==> config.mk <==
export PLATFORM = sky130hd
export DESIGN_NAME = i2c_dual_target
export DESIGN_NICKNAME = d
export VERILOG_FILES = /design/src/rtl/i2c_dt_pkg.sv /design/src/rtl/i2c_dt_sync.sv /design/src/rtl/i2c_dt_regfile.sv /design/src/rtl/i2c_dt_mem.sv /design/src/rtl/i2c_dual_target.sv
export SDC_FILE = /design/constraint.sdc
export NUM_CORES = 2
export LEC_CHECK = 0
export ABC_AREA = 1
export BUFFER_PORTS_ARGS = -buffer_cell sky130_fd_sc_hd__buf_2
export CAP_MARGIN = 20
export CORE_ASPECT_RATIO = 0.9
export CORE_UTILIZATION = 50
export CTS_CLUSTER_SIZE = 24
export DETAILED_ROUTE_END_ITERATION = 6
export PLACE_DENSITY = 0.74
export SLEW_MARGIN = 20
export SYNTH_ARGS = -nofsm -noshare
export SYNTH_HDL_FRONTEND = slang
export SYNTH_SLANG_ARGS = --single-unit
==> constraint.sdc <==
create_clock -name clk -period 14.6 [get_ports clk]
set_input_delay 1.46 -clock clk [delete_from_list [all_inputs] [get_ports clk]]
set_output_delay 1.46 -clock clk [all_outputs]
set_load 0.02 [all_outputs]
==> src/rtl/i2c_dt_pkg.sv <==
package i2c_dt_pkg;

  typedef enum logic [2:0] {
    ST_IDLE, ST_ADDR, ST_AACK, ST_RX, ST_RACK, ST_TX, ST_MACK
  } phase_t;

  typedef enum logic { TGT_REG = 1'b0, TGT_MEM = 1'b1 } tgt_t;

  // bit 0 is always taken from the pin; the mask picks the others
  function automatic logic [6:0] dev_addr(input logic [6:0] base,
                                          input logic [6:0] mask,
                                          input logic [6:0] pins);
    logic [6:0] m;
    m = mask | 7'h01;
    return (base & ~m) | (pins & m);
  endfunction

  // saturating count of data bytes seen since the address byte
  function automatic logic [1:0] idx_step(input logic [1:0] idx);
    return (idx == 2'd2) ? idx : idx + 2'd1;
  endfunction

endpackage

==> src/rtl/i2c_dt_sync.sv <==
module i2c_dt_sync (
  input  logic clk,
  input  logic rst_n,
  input  logic scl_i,
  input  logic sda_i,
  output logic sda_s,
  output logic scl_rise,
  output logic scl_fall,
  output logic ev_start,
  output logic ev_stop
);
  logic [2:0] scl_p, sda_p;

  always_ff @(posedge clk or negedge rst_n) begin
    if (!rst_n) begin
      scl_p <= 3'b111;
      sda_p <= 3'b111;
    end else begin
      scl_p <= {scl_p[1:0], scl_i};
      sda_p <= {sda_p[1:0], sda_i};
    end
  end

  assign sda_s    = sda_p[1];
  assign scl_rise = scl_p[1] & ~scl_p[2];
  assign scl_fall = ~scl_p[1] & scl_p[2];
  assign ev_start = scl_p[1] & scl_p[2] & sda_p[2] & ~sda_p[1];
  assign ev_stop  = scl_p[1] & scl_p[2] & ~sda_p[2] & sda_p[1];
endmodule

==> src/rtl/i2c_dt_regfile.sv <==
module i2c_dt_regfile #(
  parameter int NREG  = 16,
  parameter int PTR_W = $clog2(NREG)
) (
  input  logic             clk,
  input  logic             rst_n,
  input  logic             we,
  input  logic [PTR_W-1:0] addr,
  input  logic [7:0]       wdata,
  output logic [7:0]       rdata,
  output logic             mem_off
);
  logic [7:0] regs [NREG];

  always_ff @(posedge clk or negedge rst_n) begin
    if (!rst_n) begin
      for (int i = 0; i < NREG; i++) regs[i] <= 8'h00;
    end else if (we) begin
      regs[addr] <= wdata;
    end
  end

  assign rdata   = regs[addr];
  assign mem_off = regs[NREG-1][0];
endmodule

==> src/rtl/i2c_dt_mem.sv <==
module i2c_dt_mem #(
  parameter int DEPTH = 256,
  parameter int AW    = $clog2(DEPTH)
) (
  input  logic          clk,
  input  logic          we,
  input  logic [AW-1:0] addr,
  input  logic [7:0]    wdata,
  output logic [7:0]    rdata
);
  logic [7:0] arr [DEPTH];

  always_ff @(posedge clk) begin
    if (we) arr[addr] <= wdata;
  end

  assign rdata = arr[addr];
endmodule

==> src/rtl/i2c_dual_target.sv <==
module i2c_dual_target
  import i2c_dt_pkg::*;
#(
  parameter int         NREG      = 16,
  parameter int         MEM_DEPTH = 256,
  parameter logic [6:0] REG_BASE  = 7'h20,
  parameter logic [6:0] MEM_BASE  = 7'h50,
  parameter logic [6:0] PIN_MASK  = 7'h07
) (
  input  logic       clk,
  input  logic       rst_n,
  input  logic       scl_i,
  input  logic       sda_i,
  output logic       sda_oe_o,
  input  logic [6:0] addr_pin_i,
  input  logic       wr_dis_i
);
  localparam int PTR_W = $clog2(NREG);
  localparam int MAW   = $clog2(MEM_DEPTH);

  // bus events
  logic sda_s, scl_rise, scl_fall, ev_start, ev_stop;

  i2c_dt_sync u_sync (
    .clk(clk), .rst_n(rst_n), .scl_i(scl_i), .sda_i(sda_i),
    .sda_s(sda_s), .scl_rise(scl_rise), .scl_fall(scl_fall),
    .ev_start(ev_start), .ev_stop(ev_stop)
  );

  // protocol state
  phase_t           phase;
  tgt_t             tgt;
  logic [3:0]       bit_cnt;
  logic [7:0]       shreg;
  logic             rw_rd, mnack, sda_drv;
  logic [1:0]       wr_idx;
  logic [PTR_W-1:0] ptr;
  logic [15:0]      maddr;

  // named internal events
  logic [6:0] reg_dev, mem_dev;
  logic       mem_off, hit_reg, mem_match, hit_mem, addr_hit;
  logic       byte_rx_done, addr_done, addr_miss, mem_off_nack, data_done;
  logic       ptr_load, reg_we, mem_hi_load, mem_lo_load, mem_wr_try, mem_we;
  logic       wr_blocked, tx_load;
  logic [7:0] reg_rdata, mem_rdata, rd_byte;

  assign reg_dev   = dev_addr(REG_BASE, PIN_MASK, addr_pin_i);
  assign mem_dev   = dev_addr(MEM_BASE, PIN_MASK, addr_pin_i);
  assign hit_reg   = (shreg[7:1] == reg_dev);
  assign mem_match = (shreg[7:1] == mem_dev);
  assign hit_mem   = mem_match & ~mem_off;
  assign addr_hit  = hit_reg | hit_mem;

  assign byte_rx_done = scl_fall && (bit_cnt == 4'd8) &&
                        ((phase == ST_ADDR) || (phase == ST_RX));
  assign addr_done    = byte_rx_done && (phase == ST_ADDR);
  assign addr_miss    = addr_done && !addr_hit;
  assign mem_off_nack = addr_done && mem_match && mem_off && !hit_reg;
  assign data_done    = byte_rx_done && (phase == ST_RX);

  assign ptr_load    = data_done && (tgt == TGT_REG) && (wr_idx == 2'd0);
  assign reg_we      = data_done && (tgt == TGT_REG) && (wr_idx != 2'd0);
  assign mem_hi_load = data_done && (tgt == TGT_MEM) && (wr_idx == 2'd0);
  assign mem_lo_load = data_done && (tgt == TGT_MEM) && (wr_idx == 2'd1);
  assign mem_wr_try  = data_done && (tgt == TGT_MEM) && (wr_idx == 2'd2);
  assign mem_we      = mem_wr_try && !wr_dis_i;
  assign wr_blocked  = mem_wr_try && wr_dis_i;

  assign tx_load = scl_fall &&
                   (((phase == ST_AACK) && rw_rd) || ((phase == ST_MACK) && !mnack));
  assign rd_byte = (tgt == TGT_REG) ? reg_rdata : mem_rdata;

  i2c_dt_regfile #(.NREG(NREG), .PTR_W(PTR_W)) u_regs (
    .clk(clk), .rst_n(rst_n), .we(reg_we), .addr(ptr), .wdata(shreg),
    .rdata(reg_rdata), .mem_off(mem_off)
  );

  i2c_dt_mem #(.DEPTH(MEM_DEPTH), .AW(MAW)) u_mem (
    .clk(clk), .we(mem_we), .addr(maddr[MAW-1:0]), .wdata(shreg),
    .rdata(mem_rdata)
  );

  always_ff @(posedge clk or negedge rst_n) begin
    if (!rst_n) begin
      phase   <= ST_IDLE;
      tgt     <= TGT_REG;
      bit_cnt <= 4'd0;
      shreg   <= 8'h00;
      rw_rd   <= 1'b0;
      mnack   <= 1'b0;
      sda_drv <= 1'b0;
      wr_idx  <= 2'd0;
      ptr     <= '0;
      maddr   <= 16'h0000;
    end else if (ev_start) begin
      phase   <= ST_ADDR;
      bit_cnt <= 4'd0;
      sda_drv <= 1'b0;
      wr_idx  <= 2'd0;
    end else if (ev_stop) begin
      phase   <= ST_IDLE;
      sda_drv <= 1'b0;
    end else begin
      // register pointer
      if (ptr_load)
        ptr <= shreg[PTR_W-1:0];
      else if (reg_we || (tx_load && (tgt == TGT_REG)))
        ptr <= ptr + 1'b1;
      // memory location
      if (mem_hi_load)
        maddr <= {shreg, maddr[7:0]};
      else if (mem_lo_load)
        maddr <= {maddr[15:8], shreg};
      else if (mem_wr_try || (tx_load && (tgt == TGT_MEM)))
        maddr <= maddr + 16'd1;

      case (phase)
        ST_ADDR, ST_RX: begin
          if (scl_rise && (bit_cnt != 4'd8)) begin
            shreg   <= {shreg[6:0], sda_s};
            bit_cnt <= bit_cnt + 4'd1;
          end else if (byte_rx_done) begin
            if (phase == ST_RX) begin
              phase   <= ST_RACK;
              sda_drv <= 1'b1;
              wr_idx  <= idx_step(wr_idx);
            end else if (addr_hit) begin
              phase   <= ST_AACK;
              sda_drv <= 1'b1;
              rw_rd   <= shreg[0];
              tgt     <= hit_reg ? TGT_REG : TGT_MEM;
            end else begin
              phase <= ST_IDLE;
            end
          end
        end
        ST_AACK: begin
          if (scl_fall) begin
            bit_cnt <= 4'd0;
            if (rw_rd) begin
              phase   <= ST_TX;
              shreg   <= rd_byte;
              sda_drv <= ~rd_byte[7];
            end else begin
              phase   <= ST_RX;
              sda_drv <= 1'b0;
            end
          end
        end
        ST_RACK: begin
          if (scl_fall) begin
            phase   <= ST_RX;
            bit_cnt <= 4'd0;
            sda_drv <= 1'b0;
          end
        end
        ST_TX: begin
          if (scl_fall) begin
            bit_cnt <= bit_cnt + 4'd1;
            if (bit_cnt == 4'd7) begin
              phase   <= ST_MACK;
              sda_drv <= 1'b0;
            end else begin
              shreg   <= {shreg[6:0], 1'b0};
              sda_drv <= ~shreg[6];
            end
          end
        end
        ST_MACK: begin
          if (scl_rise) begin
            mnack <= sda_s;
          end else if (scl_fall) begin
            bit_cnt <= 4'd0;
            if (mnack) begin
              phase <= ST_IDLE;
            end else begin
              phase   <= ST_TX;
              shreg   <= rd_byte;
              sda_drv <= ~rd_byte[7];
            end
          end
        end
        default: ;
      endcase
    end
  end

  assign sda_oe_o = sda_drv;
endmodule

; Word level (Yosys, flattened, before mapping)
; Memories as Yosys holds them, arrays and structs flattened.
; Cells that the tools add are included.
[totals]
ff_bits = 175
ramBits = 2048
input_bits = 12
out_inout_bits = 1
wordCells = 212
memories = 1
[classes]
add_sub_neg = 4
magnitude_cmp = 2
eq_ne = 38
mux = 68
bitwise = 23
reduce_logical = 47
[memory_table]
columns = memory, depth, width, read_ports, rd_clocked_by_memory_dff, write_ports, line_no
row1 = u_mem.arr, 256, 8, 1, 0, 1, i2c_dt_mem.sv:11  ; logic [7:0] arr [DEPTH];
[ops]
columns = cell, n
row1 = $bwmux 128, 1
row2 = $mux 8, 12
row3 = $mux 16, 3
row4 = $ne 4x4->1 const B, 10
row5 = $mux 3, 13
row6 = $bmux 8 s4, 1
row7 = $demux 8 s4, 1
row8 = $mux 4, 8
row9 = $pmux 8 s4, 1
row10 = $ne 2x2->1 const B, 12
row11 = $logic_and 1x1->1, 18
row12 = $mux 1, 17
row13 = $add 16x1->16 const B, 1
row14 = $mux 2, 8
row15 = $pmux 4 s4, 1
row16 = $pmux 3 s5, 1
row17 = $reduce_bool 2->1, 7
row18 = $not 1->1, 13
row19 = $reduce_and 4->1, 3
row20 = $reduce_and 11->1, 1
row21 = $reduce_and 10->1, 1
row22 = $eq 3x3->1 const B, 3
row23 = $ne 3x3->1 const B, 3
row24 = $reduce_and 9->1, 1
row25 = other kinds (28), 42

; Depth between registers and ports, before layout
[logic_depth]
word_depth = 12
ltp_mapped = 22
mapped_depth_nobuf = 19

; Hierarchy
; From an unflattened synthesis, not the netlist that was laid out.
[unflattened]
hier_cells = 9208
area_unflattened_um2 = 93490.9
[by_module_without_submodules]
columns = mod, n_inst, cells_each, area_per_inst_um2, seq_area_each_um2
row1 = i2c_dt_mem, 1, 8013, 84696.2, 61499.0
row2 = i2c_dt_regfile, 1, 830, 6093.3, 3203.1
row3 = i2c_dual_target, 1, 348, 2502.4, 825.8
row4 = i2c_dt_sync, 1, 17, 198.9, 157.7

; Worst setup path before layout
; No wires, ideal clock.
[synth_path]
path_type = register -> register
startpoint = register shreg[3]
endpoint = register rw_rd
setup_ns = 0.147
t_arrival_ns = 5.212
required_time_ns = 14.453
setup_slack_ns = 9.241
stages_incl_launch_ff = 8
n_path_buf = 0
period_less_slack_ns = 5.359
cell_sequence = dfrtp_1 > clkinv_1 > a2111oi_0 > nand2_1 > inv_1 > nand4_1 > nand2_1 > o21ai_0
[synth_via]
elab_chain_len = 4
word_cells_on_any_way = 5
cone_classes = eq/ne (2) / bitwise (2) / reduce/logical (1)
[synth_rtl]
columns = element, line_no
row1 = from (decl), i2c_dual_target.sv:34  ; logic [7:0] shreg;
row2 = from (signal assigned), i2c_dual_target.sv:121  ; shreg <= {shreg[6:0], sda_s};
row3 = from (signal assigned), i2c_dual_target.sv:143  ; shreg <= rd_byte;
row4 = from (signal assigned), i2c_dual_target.sv:165  ; shreg <= {shreg[6:0], 1'b0};
row5 = $eq 7x7->1, i2c_dual_target.sv:51  ; assign mem_match = (shreg[7:1] == mem_dev);
row6 = $and 1x1->1, i2c_dual_target.sv:52  ; assign hit_mem = mem_match & ~mem_off;
row7 = $or 1x1->1 (*), i2c_dual_target.sv:53  ; assign addr_hit = hit_reg | hit_mem;
row8 = $reduce_and 7->1 (no line) (*), --
row9 = to (signal assigned), i2c_dual_target.sv:131  ; rw_rd <= shreg[0];
row10 = to (decl), i2c_dual_target.sv:35  ; logic rw_rd, mnack, sda_drv;
; Mark *: on every way between the ends. The rest lies on a longest branch, timed or not.
; A chain may end at the register's enable or synchronous reset.

; Worst setup path in the final report
[layout_path]
startpoint = register maddr[0]
endpoint = register shreg[1]
[layout_via]
elab_chain_len = 6
word_cells_on_any_way = 8
cone_classes = mux (7) / memory (1)
[layout_rtl]
columns = element, line_no
row1 = from (decl), i2c_dual_target.sv:38  ; logic [15:0] maddr;
row2 = from (signal assigned), i2c_dual_target.sv:112  ; maddr <= {shreg, maddr[7:0]};
row3 = from (signal assigned), i2c_dual_target.sv:114  ; maddr <= {maddr[15:8], shreg};
row4 = from (signal assigned), i2c_dual_target.sv:116  ; maddr <= maddr + 16'd1;
row5 = $mem_v2 256x8 (*), --
row6 = $mux 8 (*), i2c_dual_target.sv:72  ; assign rd_byte = (tgt == TGT_REG) ? reg_rdata : mem_rdata;
row7 = $mux 8, i2c_dual_target.sv:175  ; if (mnack) begin
row8 = $mux 8, i2c_dual_target.sv:173  ; end else if (scl_fall) begin
row9 = $mux 8, i2c_dual_target.sv:171  ; if (scl_rise) begin
row10 = $pmux 8 s4 (*), i2c_dual_target.sv:118  ; case (phase)
row11 = to (signal assigned), i2c_dual_target.sv:121
row12 = to (signal assigned), i2c_dual_target.sv:165
row13 = to (signal assigned), i2c_dual_target.sv:179  ; shreg <= rd_byte;
; Mark *: on every way between the ends. The rest lies on a longest branch, timed or not. The select of a mux whose other input is x is not followed.

==> metrics.log <==
INFO  metric status = completed
INFO  metric layout.cells.most_common_list = sky130_fd_sc_hd__edfxtp_1, sky130_fd_sc_hd__nor2_1, sky130_fd_sc_hd__nand2_1
INFO  metric synthToLayoutAreaGrowth = 9.13%
INFO  metric post_cts.resized_instances = 0
INFO  metric timing.critical_path.arrival = 6.46 ns
INFO  metric synth_cell_type_count = 37
INFO  metric proportion_of_synthesized_flip_flops_having_asynchronous_set_or_reset = 7.54%
INFO  metric detail_route.iter0.violations = 9078
INFO  metric yosys_register_bits = 2215
INFO  metric globalRouteOverflowTotal = 0
INFO  metric numCtsBuffers = 204
INFO  metric category_of_the_worst_setup_path_launch_point = flop
INFO  metric firstDrtPassIters = 6
INFO  metric num-nets-final = 7979
INFO  metric tightest_slew = 1.27 ns
INFO  metric max-cap-violations = 0
INFO  metric worst_skew_pair.late_latency = 0.84 ns
INFO  metric p_per_area = 145 nW/um^2
INFO  metric grt_max_degree = 226
INFO  metric mappedNetlistNets = 8188
INFO  metric grt_util_all_layers = 24.7%
INFO  metric maxSlewHeadroom = 14.9%
INFO  metric synth_flop_cell = sky130_fd_sc_hd__edfxtp_1
INFO  metric grt_pass1_wl = 346000 um
INFO  metric drive_above_1_share = 5.18%
INFO  metric drt_wl_total = 230000 um
INFO  metric rows = 148
INFO  metric via_count_of_the_first_global_routing_pass = 57587
INFO  metric clock-skew-final = 0.0341 ns
INFO  metric fin_tns_setup = 0 ns
INFO  metric routed_via_density = 5.78
INFO  metric crit_buf_inv = 4
INFO  metric root_buffer = sky130_fd_sc_hd__clkbuf_16
INFO  metric critical_path.top_delay_family = buffers and inverters
INFO  metric crit_path_end_kind = flop
INFO  metric place.port_buffers = 8
INFO  metric irDropWorstVdd = 148 uV
INFO  metric drc = 0
INFO  metric timing.critical_path.slowest_stage_cell = sky130_fd_sc_hd__buf_4
INFO  metric dpl-instance-area = 92600 um^2
INFO  metric design.portCount = 13
INFO  metric crit_path_cell_trace = inv_8, buf_4, buf_4, buf_4, o21ai_0, o22ai_1, nand2_1, nand4_1, nand2_1, nand3_1, nand2_1, nand3_1, o21ai_1, a21oi_1
INFO  metric clockBufferDepth = 3
INFO  metric synth-edff-count = 2048
INFO  metric critPathRequiredTime = 15.36 ns
INFO  metric finalInstanceArea = 99400 um^2
INFO  metric critical_path.max_fanout = 159
INFO  metric critical_path.max_stage_delay = 0.87 ns
INFO  metric seq_area_frac_synth = 72.1%
INFO  metric cts.repair_timing.setup_buffer_count = 0
INFO  metric place.gp.congestion = 0.921
INFO  metric final_common_cell = sky130_fd_sc_hd__edfxtp_1
INFO  metric drt-wirelength-per-cell = 21.8 um
INFO  metric coreArea = 181000 um^2
INFO  metric pre_cts_ws = 9.05 ns
INFO  metric cts_hold_buf = 0
INFO  metric tmin_final = 5.70 ns
INFO  metric period_share = 39.0%
INFO  metric kind_of_critical_path = flop to flop
INFO  metric num_vias = 60921
INFO  metric die_area = 184000 um^2
INFO  metric cts_num_sinks = 2215
INFO  metric post_synth.cell_area_avg = 11.2 um^2
INFO  metric fin_ws = 8.90 ns
INFO  metric initial_core_util = 50.3%
INFO  metric timing.fmax = 175 MHz
INFO  metric syn_area = 91100 um^2
INFO  metric ant_nets = 0
INFO  metric timing.hold.worst.class = flop to flop
INFO  metric place.detailed.hpwl = 123000 um
INFO  metric tritoncts = yes
INFO  metric rsz0062_at_grt = no
INFO  metric cellLeakagePower = 0.0350 uW
INFO  metric number_of_warnings_printed_during_yosys_synthesis = 0
INFO  metric synth_cells = 8163
INFO  metric finalHoldViolCount = 0
INFO  metric final_max_slew_viol_count = 0
INFO  metric antenna_found_initial = 6
INFO  metric die_height = 407 um
INFO  metric setup_viol_count_final = 0
INFO  metric ctsHtreeMaxLevel = 4
INFO  metric die_x = 452 um
INFO  metric clk_transition_reported_paths = 0.06 ns
[state kept, by name (all words and copies together) (netlist names), 2 cells and up]
name	count
u_sync.sda_p	3
maddr	8
u_sync.scl_p	3
u_regs.regs	127
wr_idx	2
phase	3
bit_cnt	4
u_mem.arr	2048
shreg	8
ptr	4
[per-stage QoR]
stage | total power (uW) | hold slack (ns) | util (%) | instances
2_1_floorplan | 8730 | 0.345 | - | 8163
3_3_place_gp | 9150 | 0.346 | 51.2 | 10145
3_5_place_dp | 9220 | 0.349 | 51.2 | 10145
4_1_cts | 14400 | 0.361 | 54.9 | 10526
5_1_grt | 14800 | 0.364 | 54.9 | 10530
6_report | 14500 | 0.362 | 54.9 | 10533
[layout make-up]
class                           instances  area [um^2]
Fill cell                           14417        81500
Clock inverter                        124         1190
Sequential cell                      2215        65700
Timing Repair Buffer                   84          820
Tap cell                             2400         3000
Multi-Input combinational cell       5277        22500
Inverter                              172          663
Clock buffer                          257         5450
Antenna cell                            4         10.0
[cell families after synthesis]
| family | Yosys count | share of synthesized area, % |
|---|---|---|
| adder cells (fa/ha/maj) | 13 | 0.179 |
| flip-flops | 2215 | 72.1 |
| buffers and inverters | 671 | 3.22 |
| AND/OR/NAND/NOR | 3644 | 15.2 |
| XOR/XNOR | 7 | 0.0673 |
| AO/OA/AOI/OAI | 1613 | 9.18 |
[metal layers]
layer | routed length, um | vias up | GRT usage (%) | part of all wire [%]
li1 | - | 27707 | - | -
met1 | 90000 | 29249 | 34.3 | 39
met2 | 105000 | 3458 | 38.3 | 46
met3 | 26800 | 505 | 5.63 | 12
met4 | 8110 | 2 | 8.81 | 3.5
met5 | 9 | - | 0 | 0.0039
[final timing paths]
kind | startpoint | end | slack (ns) | cells after the start
min reg2reg | u_sync.sda_p[0]$_DFF_PN1_ | u_sync.sda_p[1]$_DFF_PN1_ | 0.36 | 0
min | u_sync.sda_p[0]$_DFF_PN1_ | u_sync.sda_p[1]$_DFF_PN1_ | 0.36 | 0
max | maddr[0]$_DFFE_PN0P_ | shreg[1]$_DFFE_PN0P_ | 8.90 | 14
max reg2reg | maddr[0]$_DFFE_PN0P_ | shreg[1]$_DFFE_PN0P_ | 8.90 | 14
min in group asynchronous | rst_n | u_regs.regs[68]$_DFFE_PN0P_ | 0.71 | 1
max in group asynchronous | rst_n | maddr[1]$_DFFE_PN0P_ | 12.31 | 2
[synthesized netlist by cell type, drive strengths merged, types with 7 or more instances]
| master | n | area (um^2) |
|---|---|---|
| edfxtp | 2048 | 61500 |
| nor2 | 2007 | 7550 |
| nand2 | 1536 | 5770 |
| o21ai | 1387 | 6940 |
| clkbuf | 285 | 1070 |
| buf | 214 | 1220 |
| o22ai | 175 | 1090 |
| inv | 166 | 623 |
| dfrtp | 161 | 4030 |
| nand3 | 65 | 325 |
| a21oi | 29 | 145 |
| nand4 | 18 | 113 |
| ha | 13 | 163 |
| nor3 | 10 | 50.1 |
| o211ai | 8 | 60.1 |
| xor2 | 7 | 61.3 |
[power breakdown]
group / internal (uW) / switching (uW)
clock network: 3000 / 2340
registers: 7800 / 195
logic: 122 / 999
(Power assumes the default switching activity.)
